==> src/rtl/baud_gen_pkg.sv <==
package baud_gen_pkg;

    localparam int DIV_W     = 12;
    localparam int PRE_RATIO = 16;
    localparam int NUM_GEN   = 4;
    localparam int CFG_W     = DIV_W + 2;

    // Layout of a configuration word: enable on top, divisor in the middle,
    // prescale select in bit 0.
    typedef struct packed {
        logic             en;
        logic [DIV_W-1:0] div;
        logic             pre;
    } cfg_t;

    localparam cfg_t CFG_RESET = '{en: 1'b0, div: '0, pre: 1'b0};

    function automatic cfg_t unpack_cfg(input logic [CFG_W-1:0] w);
        return cfg_t'(w);
    endfunction

    typedef struct packed {
        logic tick;
        logic bclk;
    } gen_out_t;

endpackage

==> src/rtl/brg_prescaler.sv <==
module brg_prescaler #(
    parameter int RATIO = baud_gen_pkg::PRE_RATIO
) (
    input  logic clk,
    input  logic rst,
    input  logic restart,
    input  logic run,
    input  logic bypass,
    output logic adv
);
    localparam int PW = (RATIO > 1) ? $clog2(RATIO) : 1;
    localparam logic [PW-1:0] TOP = PW'(RATIO - 1);

    logic [PW-1:0] pre_q;

    always_ff @(posedge clk) begin
        if (rst || restart || !run) begin
            pre_q <= TOP;
        end else if (pre_q == '0) begin
            pre_q <= TOP;
        end else begin
            pre_q <= pre_q - 1'b1;
        end
    end

    assign adv = run && (bypass || (pre_q == '0));

    // after a prescaler wrap with no restart, the stage starts again from its top value
    a_r4_pre_wrap: assert property (@(posedge clk) disable iff (rst)
        (run && !restart && pre_q == '0) |=> (pre_q == TOP));

    // a disabled stage is held at its reload value
    a_r7_pre_hold: assert property (@(posedge clk) disable iff (rst)
        (!run) |=> (pre_q == TOP));

endmodule

==> src/rtl/brg_divider.sv <==
module brg_divider #(
    parameter int W = baud_gen_pkg::DIV_W
) (
    input  logic         clk,
    input  logic         rst,
    input  logic         restart,
    input  logic         run,
    input  logic         adv,
    input  logic [W-1:0] reload,
    output logic         tick
);
    logic [W-1:0] cnt_q;
    logic         tick_q;

    always_ff @(posedge clk) begin
        if (rst) begin
            cnt_q  <= '0;
            tick_q <= 1'b0;
        end else if (restart || !run) begin
            cnt_q  <= reload;
            tick_q <= 1'b0;
        end else if (adv) begin
            if (cnt_q == '0) begin
                cnt_q  <= reload;
                tick_q <= 1'b1;
            end else begin
                cnt_q  <= cnt_q - 1'b1;
                tick_q <= 1'b0;
            end
        end else begin
            tick_q <= 1'b0;
        end
    end

    assign tick = tick_q;

    // the counter never holds a value above the loaded divisor
    a_r3_cnt_bound: assert property (@(posedge clk) disable iff (rst)
        (!restart && run) |-> (cnt_q <= reload));

    // a restart suppresses a tick on the following cycle
    a_r8_restart_quiet: assert property (@(posedge clk) disable iff (rst)
        restart |=> !tick);

endmodule

==> src/rtl/brg_channel.sv <==
module brg_channel
    import baud_gen_pkg::*;
#(
    parameter int PRE = PRE_RATIO
) (
    input  logic             clk,
    input  logic             rst,
    input  logic             wr,
    input  logic [CFG_W-1:0] wdata,
    output gen_out_t         out
);
    cfg_t cfg_q;
    cfg_t cfg_d;
    logic adv;
    logic tick;
    logic bclk_q;

    assign cfg_d = wr ? unpack_cfg(wdata) : cfg_q;

    always_ff @(posedge clk) begin
        if (rst) begin
            cfg_q <= CFG_RESET;
        end else begin
            cfg_q <= cfg_d;
        end
    end

    brg_prescaler #(.RATIO(PRE)) u_pre (
        .clk     (clk),
        .rst     (rst),
        .restart (wr),
        .run     (cfg_q.en),
        .bypass  (!cfg_q.pre),
        .adv     (adv)
    );

    brg_divider #(.W(DIV_W)) u_div (
        .clk     (clk),
        .rst     (rst),
        .restart (wr),
        .run     (cfg_q.en),
        .adv     (adv),
        .reload  (cfg_d.div),
        .tick    (tick)
    );

    always_ff @(posedge clk) begin
        if (rst || wr || !cfg_q.en) begin
            bclk_q <= 1'b0;
        end else begin
            bclk_q <= bclk_q ^ tick;
        end
    end

    assign out.tick = tick;
    assign out.bclk = bclk_q;

    // the generated clock inverts on the cycle after a tick
    a_r9_clk_toggle: assert property (@(posedge clk) disable iff (rst)
        (tick && cfg_q.en && !wr) |=> (bclk_q != $past(bclk_q)));

    // a disabled generator emits no tick and holds its clock low
    a_r7_idle: assert property (@(posedge clk) disable iff (rst)
        (!cfg_q.en && !wr) |=> (!out.tick && !out.bclk));

endmodule

==> src/rtl/baud_gen_bank.sv <==
module baud_gen_bank
    import baud_gen_pkg::*;
#(
    parameter int N_GEN = NUM_GEN,
    parameter int PRE   = PRE_RATIO
) (
    input  logic                                    clk,
    input  logic                                    rst,
    input  logic                                    cfg_we,
    input  logic [((N_GEN > 1) ? $clog2(N_GEN) : 1)-1:0] cfg_sel,
    input  logic [CFG_W-1:0]                        cfg_wdata,
    output logic [N_GEN-1:0]                        baud_tick,
    output logic [N_GEN-1:0]                        baud_clk
);
    localparam int SEL_W = (N_GEN > 1) ? $clog2(N_GEN) : 1;

    logic     [N_GEN-1:0] wr_vec;
    gen_out_t             gen_out [N_GEN];

    for (genvar g = 0; g < N_GEN; g++) begin : g_gen
        assign wr_vec[g] = cfg_we && (cfg_sel == SEL_W'(g));

        brg_channel #(.PRE(PRE)) u_ch (
            .clk   (clk),
            .rst   (rst),
            .wr    (wr_vec[g]),
            .wdata (cfg_wdata),
            .out   (gen_out[g])
        );

        assign baud_tick[g] = gen_out[g].tick;
        assign baud_clk[g]  = gen_out[g].bclk;
    end

    // a write strobe reaches at most one generator
    a_r10_single_target: assert property (@(posedge clk) disable iff (rst)
        $onehot0(wr_vec));

    // outputs are idle in the cycle after reset
    a_r1_reset_idle: assert property (@(posedge clk)
        rst |=> (baud_tick == '0 && baud_clk == '0));

endmodule

==> config.mk <==
export PLATFORM = sky130hd
export DESIGN_NAME = baud_gen_bank
export DESIGN_NICKNAME = d
export VERILOG_FILES = /design/src/rtl/baud_gen_pkg.sv /design/src/rtl/brg_prescaler.sv /design/src/rtl/brg_divider.sv /design/src/rtl/brg_channel.sv /design/src/rtl/baud_gen_bank.sv
export SDC_FILE = /design/constraint.sdc
export NUM_CORES = 1
export LEC_CHECK = 0
export BUFFER_PORTS_ARGS = -buffer_cell sky130_fd_sc_hd__buf_2
export CORE_UTILIZATION = 45
export CTS_BUF_LIST = sky130_fd_sc_hd__clkbuf_4 sky130_fd_sc_hd__clkbuf_8
export DETAILED_ROUTE_END_ITERATION = 10
export HOLD_SLACK_MARGIN = 0.02
export PLACE_DENSITY = 0.68
export SYNTH_ARGS = -nofsm -noshare
export SYNTH_HDL_FRONTEND = slang
export SYNTH_SLANG_ARGS = --single-unit
==> constraint.sdc <==
create_clock -name clk -period 2.7 [get_ports clk]
set_input_delay 0.27 -clock clk [delete_from_list [all_inputs] [get_ports clk]]
set_output_delay 0.27 -clock clk [all_outputs]
set_load 0.02 [all_outputs]
; ---- Word level (Yosys, flattened, before mapping)
; Cells that the tools add are included.
[op_classes]
n_eq_ne = 3
bitwise = 8
add_sub_neg = 8
shift = 0
div_mod_pow = 0
muxes = 20
n_mul = 0
n_lt_le_gt_ge = 0
n_reduce_logical = 53
[ops]
columns = operator, n
row1 = 2-to-1 mux 12 bit, 12
row2 = 2-to-1 mux 13 bit, 4
row3 = logical NOT 12 bit, 4
row4 = subtractor 12 x 1 -> 12 bit (second input constant), 4
row5 = logical NOT 4 bit, 4
row6 = logical OR 1 bit, 16
row7 = subtractor 4 x 1 -> 4 bit (second input constant), 4
row8 = OR reduction 3 bit, 4
row9 = logical AND 1 bit, 8
row10 = logical NOT 1 bit, 8
row11 = nonzero test 2 bit, 4
row12 = OR reduction 2 bit, 4
row13 = == test 2 bit (second input constant), 2
row14 = 2-to-1 mux 1 bit, 4
row15 = NOT 1 bit, 4
row16 = bitwise XOR 1 bit, 4
row17 = == test 2 x 1 -> 1 bit (second input constant), 1
row18 = logical NOT 2 bit, 1
[totals]
output_inout_bits = 8
word_cells = 120
n_memories = 0
mem_bits_rw = 0
romBits = 0
register_bits = 128
input_bits = 19
latch_bits = 0

; ---- Longest topological paths before layout
[logic_depth]
ltp_word = 6
ltp_mapped = 9

; ---- Hierarchy
; Synthesis repeated with hierarchy kept, for this count alone.
[hier_totals]
hier_cells = 731
area_unflattened_um2 = 7034.2
[modules_own_cells]
columns = module, n_inst, cells_each, area_each_um2, seq_area_each_um2
row1 = brg_channel, 4, 52, 689.4, 300.3
row2 = brg_divider at g_gen[0].u_ch.u_div ..., 3, 112, 880.8, 260.2
row3 = brg_divider at g_gen[3].u_ch.u_div, 1, 111, 900.9, 260.2
row4 = brg_prescaler, 4, 18, 173.9, 80.1
row5 = baud_gen_bank, 1, 4, 37.5, 0.0

; ---- Least setup slack after synthesis
; OpenSTA, ideal clock, no wires.
[synth_path]
path_type = flip-flop to flip-flop
startpoint = reg g_gen[2].u_ch.u_pre.pre_q[0]
endpoint = reg g_gen[2].u_ch.u_div.cnt_q[4]
path_buffers = 2
path_stages_with_launch = 9
period_less_slack_ns = 1.980
slack_ns = 0.720
t_arrival_ns = 1.906
path_cell_list = dfxtp_1 -> inv_1 -> ha_1 -> or3b_1 -> buf_2 -> and4_4 -> buf_6 -> or4_1 -> a31oi_1
[synth_between]
elab_chain_cells = 4
[synth_lines]
columns = item, line_no
row1 = "start, declared", brg_prescaler.sv:14  ; logic [PW-1:0] pre_q;
row2 = "start signal, assigned", brg_prescaler.sv:22  ; pre_q <= pre_q - 1'b1;
row3 = logical NOT 4 bit, brg_prescaler.sv:26  ; assign adv = run && (bypass || (pre_q == '0));
row4 = logical OR 1 bit, brg_prescaler.sv:26
row5 = logical AND 1 bit, brg_prescaler.sv:26
row6 = nonzero test 2 bit (no source line), --
row7 = "end signal, assigned", brg_divider.sv:20  ; cnt_q <= reload;
row8 = "end signal, assigned", brg_divider.sv:24  ; cnt_q <= reload;
row9 = "end signal, assigned", brg_divider.sv:27  ; cnt_q <= cnt_q - 1'b1;
row10 = "end, declared", brg_divider.sv:12  ; logic [W-1:0] cnt_q;
; Every way passes these cells.
; A chain may end at the register's enable or synchronous reset.

; ---- Final worst setup path
[layout_path]
startpoint = reg g_gen[2].u_ch.u_div.cnt_q[0]
endpoint = reg g_gen[2].u_ch.u_div.cnt_q[8]
[layout_between]
elab_chain_cells = 4
elab_cells_between_ends = 5
cone_classes = add/sub: 1 / mux: 3 / reduce/logical: 1
[layout_lines]
columns = item, line_no
row1 = subtractor 12 x 1 -> 12 bit / logical NOT 12 bit (equally long branches), "brg_divider.sv:27, brg_divider.sv:23"
row2 = 2-to-1 mux 12 bit *, brg_divider.sv:23  ; if (cnt_q == '0) begin
row3 = 2-to-1 mux 12 bit *, brg_divider.sv:22  ; end else if (adv) begin
row4 = 2-to-1 mux 12 bit *, brg_divider.sv:19  ; end else if (restart || !run) begin
; Every way passes the cells marked *; elsewhere a longest branch is shown, timed or not. The select of a mux whose other input is x is not followed.

==> results_dict.tcl <==
set metrics [dict create \
    antennaDiodeCount 0 \
    avgRoutedWirePerCell_um 16.5 \
    yosysTopAreaCellShare_pct 40.5 \
    yosys_warnings 0 \
    grt_pass1_vias 5072 \
    drtIter0Drc 391 \
    finalInstanceArea_um2 6910 \
    cts_made_buffers 17 \
    grt_pass1_wl_um 25300 \
    coreArea_um2 13500 \
    ys_types 58 \
    clkPwrFrac_pct 38.0 \
    num_rows 42 \
    postCtsHoldBufs 0 \
    portBuffers 26 \
    path_class "register to register" \
    hold_violations 0 \
    clock_path_buffers 2 \
    synth-main-ff-cell "dfxtp_1" \
    p_sw_mw 1.15 \
    clk_pin_slew_ps 70 \
    crit_path_end_kind "register" \
    ios 27 \
    cp.arrival_ps 2650 \
    seq_area_um2 2560 \
    yosys-top-cells-count "dfxtp_1, nor2_1, nand2_1" \
    path_cells "inv_1 -> ha_1 -> nor4b_1 -> and3_1 -> nor2_1 -> a21oi_1 -> o221a_2" \
    multiInputGateArea_um2 3410 \
    use_met2_pct 35.5 \
    synthesis.instances 731 \
    grt_usage_pct 22.1 \
    max_freq_ghz 0.432 \
    max-vdd-ir-drop_uv 459 \
    cap_violations 0 \
    vias_per_cell 5.83 \
    nets 771 \
    area_growth_pct 9.34 \
    intPower_mw 3.07 \
    swShare_pct 27.2 \
    p_leak_nw 2.75 \
    power_density_nw_per_um2 610 \
    async_flop_share_pct 0 \
    h-tree-depth 4 \
    syn-num-nets 762 \
    synth.area.top_cells "dfxtp_1, mux2i_1, nor2_1, nand2_1, a21oi_1" \
    critPathLaunchType "register" \
    synth_area_per_cell_um2 8.65 \
    cts_setup_buffers 0 \
    syn_area_um2 6320 \
    grt_setup_unrepaired "false" \
    clock_skew_ps 9.11 \
    finalSetupTns_ps 0 \
    fin_ws_ps 386 \
    post-place-ws_ps 400 \
    place_area_um2 6520 \
    crit_slowest_cell "nor2_1" \
    power_frac_seq_pct 47.6 \
    drc 0 \
    cts.sinks 128 \
    synth_top_area_cell "dfxtp_1" \
    grt_busiest_layer "met2" \
    dp_hpwl_um 10600 \
    clkLatencyLatePin_ps 450 \
    hold_path.class "input pin to register" \
    synth-seq-cells 128 \
    slew_violations 0 \
    tritoncts "done" \
    seq_area_frac_synth_pct 40.5 \
    worstPathRequired_ps 3040 \
    maxSlewHeadroom_pct 43.6 \
    num_vias 5413 \
    power_frac_comb_pct 14.4 \
    gp_congestion 0.891 \
    timing.final.crit_share_pct 85.7 \
    dr.pass1.iters 4 \
    totalWireLength_um 15300 \
    met3_usage_pct 4.91 \
    path_max_fanout 14 \
    grt_antenna_before_repair 0 \
    grt-ovfl-total 0 \
    die_x_um 121 \
    crit_path_max_incr_delay_ps 650 \
    die_area_um2 14500 \
    drtAntennaViolNets 0 \
    period_needed_ps 2310 \
    fp.dieH_um 121 \
    ctsResizeCount 0 \
    use_met1_pct 29.4 \
    drive_gt1_share_pct 13.8 \
    tightest_slew_ps 842 \
    grt_start_max_net_pins 93 \
    fillers 1302 \
    status "finished clean" \
    start_util_pct 47.0 \
    synth_edf_count 0 \
    synth.most_common_cell "dfxtp_1" \
    setup_viol 0 \
    cts_root_buffer "clkbuf_8" \
]
## worst max-delay path, delay by kind of cell, from the launching register on
kind / cells / cell delay [ps]
fa+ha+maj: 1 / 200
buf+inv: 1 / 100
flops: 1 / 370
simple gates: 3 / 1050
compound gates: 2 / 470
## cell families after synthesis
logic type	Yosys count	share of synthesized area [%]
and+or+nand+nor	314	26.3
AOI/OAI and AO/OA	136	14.3
DFF	128	40.5
buffers and inverters	73	5.62
muxes	60	9.72
adders and majority gates	12	2.38
xor gates and xnor gates	8	1.11
## path summary, 6_finish.rpt
| check | from | to | slack, ps | cells past startpoint |
|---|---|---|---|---|
| worst max register to register | g_gen[2].u_ch.u_div.cnt_q[0] | g_gen[2].u_ch.u_div.cnt_q[8] | 390 | 7 |
| worst min register to register | g_gen[3].u_ch.u_pre.pre_q[0] | g_gen[3].u_ch.u_pre.pre_q[0] | 400 | 1 |
| worst max-delay path | g_gen[2].u_ch.u_div.cnt_q[0] | g_gen[2].u_ch.u_div.cnt_q[8] | 390 | 7 |
| worst min-delay path | cfg_wdata[0] | g_gen[1].u_ch.cfg_q[0] | 130 | 3 |
## cell usage in the layout (no fill, tap or decap), drive strengths merged, types with 15 or more instances in the layout
| cell | count |
|---|---|
| buf | 40 |
| mux2i | 49 |
| clkbuf | 27 |
| nand2 | 61 |
| inv | 23 |
| nor4 | 15 |
| nor3 | 28 |
| nor2 | 91 |
| nand3 | 18 |
| or3 | 15 |
| a31oi | 21 |
| a21oi | 33 |
| o21ai | 28 |
| and2 | 18 |
| dfxtp | 128 |
## registers in the layout, indices dropped and copies added, names as in the netlist
name	cells
g_gen.u_ch.cfg_q	56
g_gen.u_ch.bclk_q	4
g_gen.u_ch.u_div.tick	4
g_gen.u_ch.u_pre.pre_q	16
g_gen.u_ch.u_div.cnt_q	48
## through the flow
step	utilization, %	instances	hold slack [ps]	total power [mW]
final	51.4	929	129	4.21
after global routing	51.4	929	118	4.39
after CTS	51.4	929	113	4.23
after detailed placement	48.5	897	389	2.64
after global placement	48.5	897	380	2.63
after floorplan	-	731	371	2.48
## power groups by stage
stage / combinational [mW] / clock, mW / sequential [mW]
floorplan: 0.447 / 0 / 2.03
global placement: 0.582 / 0 / 2.04
detailed placement: 0.595 / 0 / 2.05
CTS: 0.599 / 1.62 / 2.01
global route: 0.668 / 1.71 / 2.01
finish: 0.605 / 1.60 / 2.01
## metal layers
metal | up-vias | wire, um
li1 | 2663 | -
met1 | 2606 | 7190
met2 | 134 | 7300
met3 | 10 | 723
met4 | 0 | 128
met5 | - | 0
## area by class of cell
class	count	share of cell area, %
clock buffer	27	4.83
clock inverter	5	0.760
inverter	23	1.25
multi-input combinational	530	49.3
sequential	128	37.1
tap	176	3.19
timing repair buffer	40	3.59
Power figures use the tool's default switching activity.
